File: src/rtl/sdrmr_pkg.sv
package sdrmr_pkg;

    localparam int MW = 13;

    localparam logic [MW-1:0] MODE_RST = 13'h030;

    typedef enum logic [2:0] {
        BL_ONE  = 3'd0,
        BL_TWO  = 3'd1,
        BL_FOUR = 3'd2,
        BL_OCT  = 3'd3,
        BL_PAGE = 3'd7
    } bl_code_e;

    typedef struct packed {
        logic [2:0] bl;
        logic       ilv;
        logic [2:0] cas;
        logic [1:0] opm;
        logic       wbm;
    } mode_cfg_t;

    function automatic logic cfg_legal(mode_cfg_t c);
        logic ok;
        ok = 1'b1;
        if (c.cas != 3'd2 && c.cas != 3'd3) ok = 1'b0;
        if (c.opm != 2'b00) ok = 1'b0;
        if (c.bl inside {3'd4, 3'd5, 3'd6}) ok = 1'b0;
        if (c.bl == BL_PAGE && c.ilv) ok = 1'b0;
        return ok;
    endfunction

    function automatic logic [MW-1:0] compose(mode_cfg_t c);
        return {3'b000, c.wbm, 2'b00, c.cas, c.ilv, c.bl};
    endfunction

    function automatic logic word_cas3(logic [MW-1:0] w);
        return w[4];
    endfunction

endpackage

File: src/rtl/sdrmr_cfg_check.sv
module sdrmr_cfg_check
    import sdrmr_pkg::*;
(
    input  mode_cfg_t       cfg,
    output logic            legal,
    output logic [MW-1:0]   word
);
    always_comb begin
        legal = cfg_legal(cfg);
        word  = compose(cfg);
    end
endmodule

File: src/rtl/sdrmr_load_seq.sv
module sdrmr_load_seq
    import sdrmr_pkg::*;
#(
    parameter int WAIT_CYC = 4
) (
    input  logic            clk,
    input  logic            rst,
    input  logic            req,
    input  logic            req_legal,
    input  logic [MW-1:0]   req_word,
    input  logic            banks_idle,
    output logic [MW-1:0]   mode_word,
    output logic            mode_load,
    output logic            cmd_ready,
    output logic            cfg_err
);
    localparam int CW = $clog2(WAIT_CYC + 1);

    logic            pend_q;
    logic [MW-1:0]   pend_word_q;
    logic [CW-1:0]   wait_q;
    logic            issue;

    // Issue only when a request waits, banks are idle and the settle time is over
    always_comb issue = pend_q && banks_idle && (wait_q == '0);

    always_ff @(posedge clk) begin
        if (rst) begin
            pend_q      <= 1'b0;
            pend_word_q <= MODE_RST;
            wait_q      <= '0;
            mode_word   <= MODE_RST;
            mode_load   <= 1'b0;
            cfg_err     <= 1'b0;
        end else begin
            mode_load <= issue;
            if (issue) begin
                mode_word <= pend_word_q;
                wait_q    <= CW'(WAIT_CYC);
            end else if (wait_q != '0) begin
                wait_q    <= wait_q - 1'b1;
            end

            if (req && req_legal) begin
                pend_q      <= 1'b1;
                pend_word_q <= req_word;
                cfg_err     <= 1'b0;
            end else begin
                if (issue) pend_q <= 1'b0;
                if (req) cfg_err <= 1'b1;
            end
        end
    end

    always_comb cmd_ready = (wait_q == '0);

endmodule

File: src/rtl/sdrmr_rd_track.sv
module sdrmr_rd_track
    import sdrmr_pkg::*;
#(
    parameter int COL_W = 8
) (
    input  logic        clk,
    input  logic        rst,
    input  logic        rd_cmd,
    input  logic        cas3,
    input  logic [2:0]  bl_code,
    output logic        drive_win,
    output logic        cap_en
);
    localparam int RW   = COL_W + 1;
    localparam int PAGE = 1 << COL_W;

    // Delay line: stage 2 feeds stage 1, stage 1 feeds the drive-start flag.
    // A latency-3 READ enters at stage 2, a latency-2 READ at stage 1.
    logic        stg2_q, stg1_q, start_q;
    logic [RW-1:0] left_q;
    logic [RW-1:0] beats;

    always_comb begin
        unique case (bl_code)
            BL_ONE:  beats = RW'(1);
            BL_TWO:  beats = RW'(2);
            BL_FOUR: beats = RW'(4);
            BL_OCT:  beats = RW'(8);
            default: beats = RW'(PAGE);
        endcase
    end

    always_ff @(posedge clk) begin
        if (rst) begin
            stg2_q  <= 1'b0;
            stg1_q  <= 1'b0;
            start_q <= 1'b0;
            left_q  <= '0;
        end else begin
            stg2_q  <= rd_cmd && cas3;
            stg1_q  <= (rd_cmd && !cas3) || stg2_q;
            start_q <= stg1_q;
            if (start_q)
                left_q <= beats;
            else if (left_q != '0)
                left_q <= left_q - 1'b1;
        end
    end

    always_comb begin
        cap_en    = (left_q != '0);
        drive_win = start_q || cap_en;
    end

endmodule

File: src/rtl/sdram_mode_ctl.sv
module sdram_mode_ctl
    import sdrmr_pkg::*;
#(
    parameter int WAIT_CYC = 4,
    parameter int COL_W    = 8
) (
    input  logic        clk,
    input  logic        rst,
    input  logic [2:0]  cfg_bl,
    input  logic        cfg_ilv,
    input  logic [2:0]  cfg_cas,
    input  logic [1:0]  cfg_opm,
    input  logic        cfg_wbm,
    input  logic        ld_req,
    input  logic        banks_idle,
    input  logic        rd_cmd,
    output logic [12:0] mode_word,
    output logic        mode_load,
    output logic        cmd_ready,
    output logic        drive_win,
    output logic        cap_en,
    output logic        cfg_err
);
    mode_cfg_t       req_cfg;
    logic            req_legal;
    logic [MW-1:0]   req_word;

    always_comb req_cfg = '{bl: cfg_bl, ilv: cfg_ilv, cas: cfg_cas,
                            opm: cfg_opm, wbm: cfg_wbm};

    sdrmr_cfg_check u_check (
        .cfg   (req_cfg),
        .legal (req_legal),
        .word  (req_word)
    );

    sdrmr_load_seq #(.WAIT_CYC(WAIT_CYC)) u_load (
        .clk        (clk),
        .rst        (rst),
        .req        (ld_req),
        .req_legal  (req_legal),
        .req_word   (req_word),
        .banks_idle (banks_idle),
        .mode_word  (mode_word),
        .mode_load  (mode_load),
        .cmd_ready  (cmd_ready),
        .cfg_err    (cfg_err)
    );

    sdrmr_rd_track #(.COL_W(COL_W)) u_rd (
        .clk       (clk),
        .rst       (rst),
        .rd_cmd    (rd_cmd),
        .cas3      (word_cas3(mode_word)),
        .bl_code   (mode_word[2:0]),
        .drive_win (drive_win),
        .cap_en    (cap_en)
    );

endmodule

File: config.mk
export PLATFORM = sky130hd
export DESIGN_NAME = sdram_mode_ctl
export DESIGN_NICKNAME = d
export VERILOG_FILES = /design/src/rtl/sdrmr_pkg.sv /design/src/rtl/sdrmr_cfg_check.sv /design/src/rtl/sdrmr_load_seq.sv /design/src/rtl/sdrmr_rd_track.sv /design/src/rtl/sdram_mode_ctl.sv
export SDC_FILE = /design/constraint.sdc
export NUM_CORES = 1
export LEC_CHECK = 0
export ABC_AREA = 0
export BUFFER_PORTS_ARGS = -buffer_cell sky130_fd_sc_hd__buf_2
export CAP_MARGIN = 20
export CORE_ASPECT_RATIO = 1.25
export CORE_UTILIZATION = 56
export CTS_BUF_LIST = sky130_fd_sc_hd__clkbuf_2
export CTS_CLUSTER_DIAMETER = 120
export DETAILED_ROUTE_END_ITERATION = 7
export PLACE_DENSITY_LB_ADDON = 0.25
export SLEW_MARGIN = 30
export SYNTH_ARGS = -nofsm -noshare
export SYNTH_HDL_FRONTEND = slang
export SYNTH_SLANG_ARGS = --single-unit
File: constraint.sdc
create_clock -name clk -period 2.2 [get_ports clk]
set_clock_uncertainty 0.05 [all_clocks]
set_input_delay 0.11 -clock clk [delete_from_list [all_inputs] [get_ports clk]]
set_output_delay 0.11 -clock clk [all_outputs]
set_load 0.005 [all_outputs]
==> reports/metrics.cfg, run 1 <==
[layout]
final_cell_mix = 34 x sky130_fd_sc_hd__dfxtp_1, 27 x sky130_fd_sc_hd__buf_2, 17 x sky130_fd_sc_hd__nand2_1
fin_nets = 223
antenna_cells_inserted = 0
drive_above_1_share_pct = 22.44
area_delta_synth_final_pct = 16.23
fillers = 206
mostFrequentLayoutCell = sky130_fd_sc_hd__dfxtp_1

[timing]
timing.fmax_mhz = 533.8
finalMaxSlewViolations = 0
finalCriticalPeriod_ns = 1.874
hold_viol = 0
report.final.setup_viol = 0
worst_pin_slew_ns = 0.5795
final_min_period_over_clock_period_pct = 85.16
rsz0062_at_grt = false
tns_ns = 0
worst_slew_margin_rel_pct = 61.36
post-route-worst-setup-slack_ns = 0.3265

[floorplanning]
core_um2 = 2654
die-area_um2 = 2998
die_x_um = 49.18
std_cell_rows = 21
ioPinCount = 33
die_y_um = 60.97
start_util_pct = 58.70

[drt]
via_per_inst = 5.464
wl_per_cell_um = 12.55
drtPass1Iterations = 4
detailedRoute.firstIterationViolations = 39
dr_total_vias = 1306
drc = 0
wirelength_um = 3000
postRouteAntennaNets = 0

[logic_synthesis]
synth.lib_cells_used.distinct = 46
synthSimpleGateAreaFrac_pct = 26.83
synth.yosys.warnings = 0
synth.top_cells.by_area = sky130_fd_sc_hd__dfxtp_1 44%, sky130_fd_sc_hd__mux2i_1 5.8%, sky130_fd_sc_hd__nand2b_1 4.8%
postSynthAreaPerCell_um2 = 9.217
synth-seq-cells = 34
postSynth.asyncResetShare_pct = 0
synth_largest_type_area_fraction_pct = 43.69
post_synth_instance_area_um2 = 1558
yosys.area_share.adder_pct = 2.410
synth_top_area_cell = sky130_fd_sc_hd__dfxtp_1
muxShareOfSynthArea_pct = 5.783
synth-edff-count = 0
synth_top_family_by_area = simple AND/OR/NAND/NOR gates
netlist_instances = 169
synth-compound-area-share_pct = 13.17
seq_area_frac_synth_pct = 43.69
post_synth_xor_area_fraction_pct = 1.124
yosys_most_used_dff = sky130_fd_sc_hd__dfxtp_1

[placement]
post-dp-hpwl_um = 2052
buffer_ports.inserted = 27
place_congestion = 0.8602
dpl_worst_slack_ns = 0.4685

[worst_setup_path]
critical-path-slowest-cell = sky130_fd_sc_hd__dfxtp_1
setup.worst_path.start_class = flop
critical_path.max_fanout = 5
cpPeakStageDelay_ns = 0.38
critical_path.n_buffers_inverters = 2
cp-end-kind = output pin
required_ns = 2.04
setup.worst_path.class = flop to output pin
crit_family = simple AND/OR/NAND/NOR gates
timing.critical_path.arrival_ns = 1.71
crit_path_cell_trace = inv_1 -> ha_1 -> nor3b_2 -> nand4_1 -> buf_2

[clocking]
clock_tree.root_cell = sky130_fd_sc_hd__clkbuf_2
cts_tree = built
clockBufferDepth = 2
path_clk_slew_ns = 0.16
cts_inserted_buffers = 5
clk-insertion-delay-late_ns = 0.36
clock_sinks = 34
cts_max_level = 2

[power]
total_power_uw = 1653
worst_ir_drop_vdd_v = 0.0004999
power_leakage_uw = 0.0007456
pwr_dens_nw_per_um2 = 913.2

[hold_path]
hold_class = primary input to flop

[global_route]
grt_first_pass_wirelength_um = 4774
antenna_found_initial = 0
maximum_number_of_pins_on_one_net_before_global_route_repair = 41
track_usage_pct = 21.71
first_global_vias = 1153
grt_remaining_overflow = 0

[job]
timing.max_cap.violations = 0

[outcome]
status = finished clean

## routing by layer
metal / vias to the layer above / track usage, % / wire (um)
met5: - / 0 / 0
li1: 655 / - / -
met4: 0 / 11.34 / 56
met2: 41 / 40.31 / 1615
met3: 6 / 7.018 / 123
met1: 604 / 21.91 / 1204
## cells in the mapped netlist (2+ instances only)
cell,n
sky130_fd_sc_hd__a21oi_1,12
sky130_fd_sc_hd__a311oi_1,2
sky130_fd_sc_hd__buf_4,6
sky130_fd_sc_hd__clkbuf_1,5
sky130_fd_sc_hd__dfxtp_1,34
sky130_fd_sc_hd__ha_1,3
sky130_fd_sc_hd__inv_1,8
sky130_fd_sc_hd__mux2i_1,9
sky130_fd_sc_hd__nand2_1,17
sky130_fd_sc_hd__nand2b_1,12
sky130_fd_sc_hd__nand3b_1,3
sky130_fd_sc_hd__nand4b_1,2
sky130_fd_sc_hd__nor2_1,12
sky130_fd_sc_hd__nor2b_1,2
sky130_fd_sc_hd__nor3_1,2
sky130_fd_sc_hd__nor3b_1,3
sky130_fd_sc_hd__o211ai_1,3
sky130_fd_sc_hd__o311ai_0,2
sky130_fd_sc_hd__or2_2,2
sky130_fd_sc_hd__or3_1,3
sky130_fd_sc_hd__or4_1,2
## flip-flops by register name (all words and copies together), names as in the netlist
| signal | count |
|---|---|
| u_rd.left_q | 9 |
| u_load.mode_word | 8 |
| u_load.pend_word_q | 8 |
| u_load.wait_q | 3 |
| u_load.cfg_err | 1 |
| u_load.mode_load | 1 |
| u_load.pend_q | 1 |
| u_rd.start_q | 1 |
| u_rd.stg1_q | 1 |
| u_rd.stg2_q | 1 |
## through the flow
step           std cells  instance area, um^2  hold slack [ns]  utilization (%)
2_1_floorplan        173                 1573           0.2002                -
3_3_place_gp         224                 1690           0.3024            63.70
3_5_place_dp         224                 1690           0.3096            63.70
4_1_cts              239                 1805           0.1082            68.03
5_1_grt              239                 1810           0.1324            68.22
6_report             239                 1810           0.1350            68.22
## where the power goes
group | internal, uW | switching, uW
Combinational | 313 | 294
Sequential | 696 | 85.9
Clock | 68.9 | 196
## cell type report
cell class                      count  area, um^2  area share (%)
Clock buffer                        5       25.02           1.382
Clock inverter                      2       10.01          0.5529
Inverter                            8       30.03           1.659
Multi-Input combinational cell    119       792.0           43.75
Sequential cell                    34       680.7           37.59
Tap cell                           34       42.54           2.350
Timing Repair Buffer               37       230.2           12.72
## worst paths after layout
check | to | slack [ns] | cells past startpoint | from
worst min-delay path | u_load.mode_load$_SDFF_PP0_ | 0.13 | 4 | banks_idle
worst max register to register | u_rd.left_q[6]$_SDFFE_PP0P_ | 0.40 | 5 | u_rd.left_q[0]$_SDFFE_PP0P_
worst max-delay path | drive_win | 0.33 | 5 | u_rd.left_q[0]$_SDFFE_PP0P_
worst min register to register | u_load.mode_word[2]$_SDFFE_PP0P_ | 0.41 | 2 | u_load.pend_word_q[2]$_SDFFE_PP0P_
## cells by family after synthesis
logic type / after synthesis
AND/OR/NAND/NOR: 71
flip-flops: 34
AO/OA/AOI/OAI: 29
buffers and inverters: 20
multiplexers: 9
adder cells (fa/ha/maj): 3
XOR/XNOR: 2
other: 1
## what timing repair did
| action | 4_1_cts | 5_1_grt |
|---|---|---|
| buffers inserted | 0 | 0 |
| endpoints found under the hold margin | 9 | 0 |
| setup endpoints to repair | 0 | 1 |
| gates resized for setup | 0 | 1 |
| hold buffers | 8 | 0 |
## worst reg2reg max path, delay by kind of cell, from the launching register on
kind	cells	cell delay, ns
simple gates	2	0.91
fa+ha+maj	1	0.20
flops	1	0.38
compound gates	1	0.14
buf+inv	1	0.07
Note: power is estimated with default switching activity, not from simulation.
==> inputs of run 2 (changes only) <==
Settings changed: CORE_ASPECT_RATIO 1.25 to unset, CORE_MARGIN set to 2.
==> run 2 against run 1 <==
Compared with the run above:
- clock power increased by 5%
- clock-buffer cell count increased by 1
- sequential power about the same
- via count increased by 0.38%
- critical path depth decreased by 2
- final cell count decreased by 1.3%
- global-route usage decreased by 1.1 points
- non-clock buffer count decreased by 1
- total power increased by 1.0%
- hold slack got worse by 0.023 ns
==> reports/metrics.cfg, run 2 (synthesized netlist as in run 1, its figures left out) <==
[outcome]
status = finished clean

[layout]
fin_nets = 222  ; -0.45%
final_cell_mix = 34 x sky130_fd_sc_hd__dfxtp_1, 27 x sky130_fd_sc_hd__buf_2, 17 x sky130_fd_sc_hd__nand2_1
mostFrequentLayoutCell = sky130_fd_sc_hd__dfxtp_1
largest_register = u_rd.left_q
largest_reg_flops = 9  ; unchanged
biggest_registers_after_layout = u_rd.left_q (9), u_load.mode_word (8), u_load.pend_word_q (8)
antenna_cells_inserted = 0  ; unchanged
area_delta_synth_final_pct = 15.74
final_cell_count_no_fill = 236  ; -1.3%
fillers = 240  ; +17%
drive_above_1_share_pct = 21.95  ; -0.49 points

[timing]
report.final.setup_viol = 0  ; unchanged
finalMaxSlewViolations = 0  ; unchanged
worst_slew_margin_rel_pct = 59.85  ; -1.5 points
finalCriticalPeriod_ns = 1.951  ; +0.07775 ns
final_min_period_over_clock_period_pct = 88.69  ; +3.5 points
rsz0062_at_grt = false
tns_ns = 0  ; unchanged
worst_pin_slew_ns = 0.5973  ; +0.01774 ns
hold_viol = 0  ; unchanged
timing.fmax_mhz = 512.5  ; -4.0%

[clocking]
path_clk_slew_ns = 0.16  ; about the same
clk-insertion-delay-late_ns = 0.38  ; +0.02 ns
cts_tree = built
cts_max_level = 2  ; unchanged
cts_inserted_buffers = 5  ; unchanged
clockBufferDepth = 2  ; unchanged
clock_tree.root_cell = sky130_fd_sc_hd__clkbuf_2
clock_sinks = 34  ; unchanged

[global_route]
grt_remaining_overflow = 0  ; unchanged
first_global_vias = 1304  ; +13%
grt_first_pass_wirelength_um = 5188  ; +8.7%
maximum_number_of_pins_on_one_net_before_global_route_repair = 41  ; unchanged
antenna_found_initial = 0  ; unchanged
track_usage_pct = 20.64  ; -1.1 points

[worst_setup_path]
critical-path-slowest-cell = sky130_fd_sc_hd__nor4_2
crit_path_cell_trace = nor4_2 -> nand4_1 -> buf_2
setup.worst_path.class = flop to output pin
crit-reg2reg-capture = u_rd.left_q[6]$_SDFFE_PP0P_
required_ns = 2.04  ; about the same
regToRegSetupSlack_ns = 0.37  ; -0.03 ns
cp-end-kind = output pin
critical_path.max_fanout = 7  ; +2
worstRegToRegCells = 5  ; unchanged
reg2reg_from = u_rd.left_q[0]$_SDFFE_PP0P_
setup.worst_path.start_class = flop
timing.critical_path.arrival_ns = 1.79  ; +0.08 ns
critical_path.n_buffers_inverters = 1  ; -1
crit_family = simple AND/OR/NAND/NOR gates
cpPeakStageDelay_ns = 0.59  ; +0.21 ns

[drt]
wirelength_um = 2977  ; -0.77%
met1_length_um = 1269  ; +5.4%
postRouteAntennaNets = 0  ; unchanged
drc = 0  ; unchanged
met2RoutedLength_um = 1471  ; -8.9%
drtPass1Iterations = 5  ; +1
met3_wirelength_um = 171  ; +39%
dr_total_vias = 1311  ; +0.38%
detailedRoute.firstIterationViolations = 34  ; -13%
via_per_inst = 5.555  ; +1.7%
wl_per_cell_um = 12.61  ; +0.49%
top_layer_used = met4

[floorplanning]
die_y_um = 56.74  ; -6.9%
die_x_um = 56.74  ; +15%
start_util_pct = 57.48  ; -1.2 points
core_um2 = 2710  ; +2.1%
std_cell_rows = 19  ; -9.5%
die-area_um2 = 3219  ; +7.4%
ioPinCount = 33  ; unchanged

[placement]
buffer_ports.inserted = 27  ; unchanged
post-dp-hpwl_um = 2081  ; +1.4%
dp.cells = 220  ; -1.8%
place_congestion = 0.9874  ; +15%

[power]
worst_ir_drop_vdd_v = 0.0006619  ; +32%
power_leakage_uw = 0.0007433  ; -0.31%
pwr_dens_nw_per_um2 = 926.1  ; +1.4%

[hold_path]
hold_path_depth = 4  ; unchanged
worstHoldStart = cfg_opm[0]
hold_end = u_load.pend_word_q[1]$_SDFFE_PP0P_
hold_class = primary input to flop

[job]
timing.max_cap.violations = 0  ; unchanged

run 2: per-layer routing:
metal | vias to the layer above | GRT usage, %
met3 | 7 | 5.530
met1 | 605 | 21.59
met4 | 0 | 12.96
met5 | - | 0
li1 | 653 | -
met2 | 46 | 36.21
run 2: stage by stage:
stage / util, % / setup WS [ns] / cell area (um^2) / power, uW / hold slack [ns]
floorplan: - / 0.5529 / 1573 / 1235 / 0.2002
global placement: 61.96 / 0.5212 / 1679 / 1347 / 0.3052
detailed placement: 61.96 / 0.4370 / 1679 / 1376 / 0.3057
CTS: 66.34 / 0.05365 / 1798 / 1670 / 0.09860
global route: 66.53 / 0.1038 / 1803 / 1788 / 0.1104
finish: 66.53 / 0.2487 / 1803 / 1670 / 0.1123
run 2: report_power, final:
group	internal (uW)	switching, uW
clock	78.0	200
sequential	695	85.8
combinational	313	297
run 2: worst reg2reg max path: cells and delay by family, from the launching register on:
kind            cells  cell delay (ns)
flops               1             0.39
fa+ha+maj           1             0.19
compound gates      1             0.15
buf+inv             1             0.08
simple gates        2             0.90
run 2: worst max path at each step:
stage / endpoint / start / cells past startpoint
global placement: u_rd.left_q[6]$_SDFFE_PP0P_ / u_rd.left_q[0]$_SDFFE_PP0P_ / 5
CTS: drive_win / u_rd.left_q[0]$_SDFFE_PP0P_ / 5
detailed placement: u_rd.left_q[6]$_SDFFE_PP0P_ / u_rd.left_q[0]$_SDFFE_PP0P_ / 5
floorplan: u_rd.left_q[6]$_SDFFE_PP0P_ / u_rd.left_q[0]$_SDFFE_PP0P_ / 5
global route: drive_win / u_rd.left_q[4]$_SDFFE_PP0P_ / 3
finish: drive_win / u_rd.left_q[4]$_SDFFE_PP0P_ / 3
run 2: area by class of cell:
| cell class | instances | area, um^2 | area share [%] |
|---|---|---|---|
| clock buffers | 6 | 30.03 | 1.666 |
| clock inverters | 2 | 8.758 | 0.4858 |
| inverters | 8 | 30.03 | 1.666 |
| multi-input cells | 119 | 792.0 | 43.93 |
| flip-flops and latches | 34 | 680.7 | 37.75 |
| well taps | 31 | 38.79 | 2.151 |
| repair buffers | 36 | 222.7 | 12.35 |
run 2: what timing repair did:
item	CTS	global route
setup endpoints to repair	0	1
hold endpoints to repair	9	0
resized for setup	0	1
hold buffers	8	0
setup buffers	0	0
==> inputs of run 3 (changes only) <==
Settings changed: MAX_ROUTING_LAYER set to met4.
==> run 3 against run 2 <==
Compared with the run above:
- hold slack lost 0.0029 ns
- worst setup slack better by 0.040 ns
- combinational power shrank 2%
- via count fell by 1.8%
- critical endpoint unchanged
- highest routed layer unchanged
==> reports/metrics.cfg, run 3 (synthesized netlist as in run 1, its figures left out) <==
[outcome]
status = finished clean

[timing]
finalMaxSlewViolations = 0  ; unchanged
worst_slew_margin_rel_pct = 61.45  ; +1.6 points
tns_ns = 0  ; unchanged
worst_pin_slew_ns = 0.5782  ; -0.01907 ns
report.final.setup_viol = 0  ; unchanged
hold_viol = 0  ; unchanged
timing.fmax_mhz = 523.2  ; +2.1%
rsz0062_at_grt = false
finalCriticalPeriod_ns = 1.911  ; -0.04013 ns
final_min_period_over_clock_period_pct = 86.87  ; -1.8 points

[worst_setup_path]
setup.worst_path.start_class = flop
cp-end-kind = output pin
setup.worst_path.class = flop to output pin
worstRegToRegCells = 5  ; unchanged
cpPeakStageDelay_ns = 0.39  ; -0.20 ns
timing.critical_path.arrival_ns = 1.75  ; -0.04 ns
regToRegSetupSlack_ns = 0.38  ; about the same
critical_path.startpoint = u_rd.left_q[0]$_SDFFE_PP0P_
crit_path_end = drive_win
crit-reg2reg-capture = u_rd.left_q[6]$_SDFFE_PP0P_
critical-path-slowest-cell = sky130_fd_sc_hd__dfxtp_1
required_ns = 2.04  ; about the same
reg2reg_from = u_rd.left_q[0]$_SDFFE_PP0P_
crit_path_cell_trace = inv_1 -> ha_1 -> nor3b_2 -> nand4_1 -> buf_2
critical_path.max_fanout = 5  ; -2

[layout]
drive_above_1_share_pct = 22.44  ; +0.49 points
biggest_registers_after_layout = u_rd.left_q (9), u_load.mode_word (8), u_load.pend_word_q (8)
antenna_cells_inserted = 0  ; unchanged
fillers = 218  ; -9.2%
finish.instance_area_um2 = 1858  ; +3.1%
area_delta_synth_final_pct = 19.28
mostFrequentLayoutCell = sky130_fd_sc_hd__dfxtp_1
largest_register = u_rd.left_q
final_cell_mix = 34 x sky130_fd_sc_hd__dfxtp_1, 27 x sky130_fd_sc_hd__buf_2, 17 x sky130_fd_sc_hd__nand2_1
fin_nets = 222  ; unchanged
largest_reg_flops = 9  ; unchanged

[clocking]
clk-insertion-delay-late_ns = 0.39  ; about the same
cts_tree = built
clock_sinks = 34  ; unchanged
path_clk_slew_ns = 0.19  ; +0.03 ns
post-cts-setup-buffer-count = 0  ; unchanged
clockBufferDepth = 2  ; unchanged
cts_inserted_buffers = 5  ; unchanged
cts_max_level = 2  ; unchanged
clock_tree.root_cell = sky130_fd_sc_hd__clkbuf_2

[floorplanning]
start_util_pct = 57.48  ; unchanged
die-area_um2 = 3219  ; unchanged
ioPinCount = 33  ; unchanged
std_cell_rows = 19  ; unchanged
die_x_um = 56.74  ; unchanged
core_um2 = 2710  ; unchanged
die_y_um = 56.74  ; unchanged

[drt]
drtPass1Iterations = 4  ; -1
met3_wirelength_um = 123  ; -28%
met2RoutedLength_um = 1371  ; -6.8%
dr_total_vias = 1288  ; -1.8%
wl_per_cell_um = 12.17  ; -3.5%
wirelength_um = 2873  ; -3.5%
detailedRoute.firstIterationViolations = 32  ; -5.9%
via_per_inst = 5.458  ; -1.8%
met1_length_um = 1320  ; +4.0%
postRouteAntennaNets = 0  ; unchanged
top_layer_used = met4
drc = 0  ; unchanged

[global_route]
track_usage_pct = 20.08  ; -0.56 points
grt_remaining_overflow = 0  ; unchanged
antenna_found_initial = 0  ; unchanged
maximum_number_of_pins_on_one_net_before_global_route_repair = 41  ; unchanged
first_global_vias = 1158  ; -11%
grt_first_pass_wirelength_um = 4995  ; -3.7%

[placement]
placed_instance_area_um2 = 1679  ; unchanged
buffer_ports.inserted = 27  ; unchanged
place_congestion = 1.010  ; +2.3%
post-dp-hpwl_um = 2041  ; -1.9%

[power]
worst_ir_drop_vdd_v = 0.0009191  ; +39%
pwr_dens_nw_per_um2 = 1026  ; +11%
power_leakage_uw = 0.0007661  ; +3.1%

[job]
timing.max_cap.violations = 0  ; unchanged

[hold_path]
hold_class = primary input to flop

run 3: changes by cell type in the layout (fill, tap and decap cells not counted):
cell | previous run | this run
sky130_fd_sc_hd__clkinv_4 | 0 | 1
sky130_fd_sc_hd__bufinv_16 | 0 | 2
sky130_fd_sc_hd__clkbuf_2 | 6 | 5
sky130_fd_sc_hd__clkinv_2 | 1 | 0
sky130_fd_sc_hd__clkinv_1 | 1 | 0
run 3: stage by stage:
step                      setup WS [ns]  total power, uW  std cells  util, %  hold WS, ns
after global routing             0.1880             2025        236    68.56      0.08738
after detailed placement         0.4600             1368        220    61.96       0.3087
after global placement           0.5189             1348        220    61.96       0.3049
after CTS                       0.09842             1909        236    68.37      0.09527
after floorplan                  0.5529             1235        173        -       0.2002
final                            0.2889             1907        236    68.56       0.1095
run 3: cell type report:
cell class / instances / area (um^2) / area share (%)
clock inverters: 3 / 68.82 / 3.704
well taps: 31 / 38.79 / 2.088
multi-input cells: 119 / 792.0 / 42.63
flip-flops and latches: 34 / 680.7 / 36.63
inverters: 8 / 30.03 / 1.616
clock buffers: 5 / 25.02 / 1.347
repair buffers: 36 / 222.7 / 11.99
run 3: report_power, final:
part	internal (uW)	total [uW]	switching, uW	leakage [uW]
clock network	308	530	222	0.0000532
registers	695	777	81.4	0.000277
logic	314	600	287	0.000436
run 3: worst min path at each step:
stage | from | endpoint | slack (ns) | depth (start not counted)
floorplan | rd_cmd | u_rd.stg1_q$_SDFF_PP0_ | 0.20 | 2
global placement | rd_cmd | u_rd.stg1_q$_SDFF_PP0_ | 0.30 | 3
detailed placement | rd_cmd | u_rd.stg1_q$_SDFF_PP0_ | 0.31 | 3
CTS | cfg_opm[0] | u_load.pend_word_q[1]$_SDFFE_PP0P_ | 0.1 | 4
global route | cfg_opm[0] | u_load.pend_word_q[1]$_SDFFE_PP0P_ | 0.09 | 4
finish | cfg_opm[0] | u_load.pend_word_q[1]$_SDFFE_PP0P_ | 0.11 | 4
run 3: timing repair:
item,in CTS,in global routing
hold endpoints to repair,9,0
resized for setup,0,1
endpoints found under the setup margin,0,1
hold buffers,8,0
run 3: worst max-delay path: cells and delay by family, from the launching register on:
kind	cells	cell delay (ns)
simple gates	2	0.52
fa+ha+maj	1	0.19
buf+inv	2	0.26
flops	1	0.39
run 3: layer usage:
layer  up-vias  global-route usage [%]
li1        650                       -
met1       597                   23.77
met2        34                   32.39
met3         7                   4.839
met4         0                   8.970
met5         -                       -
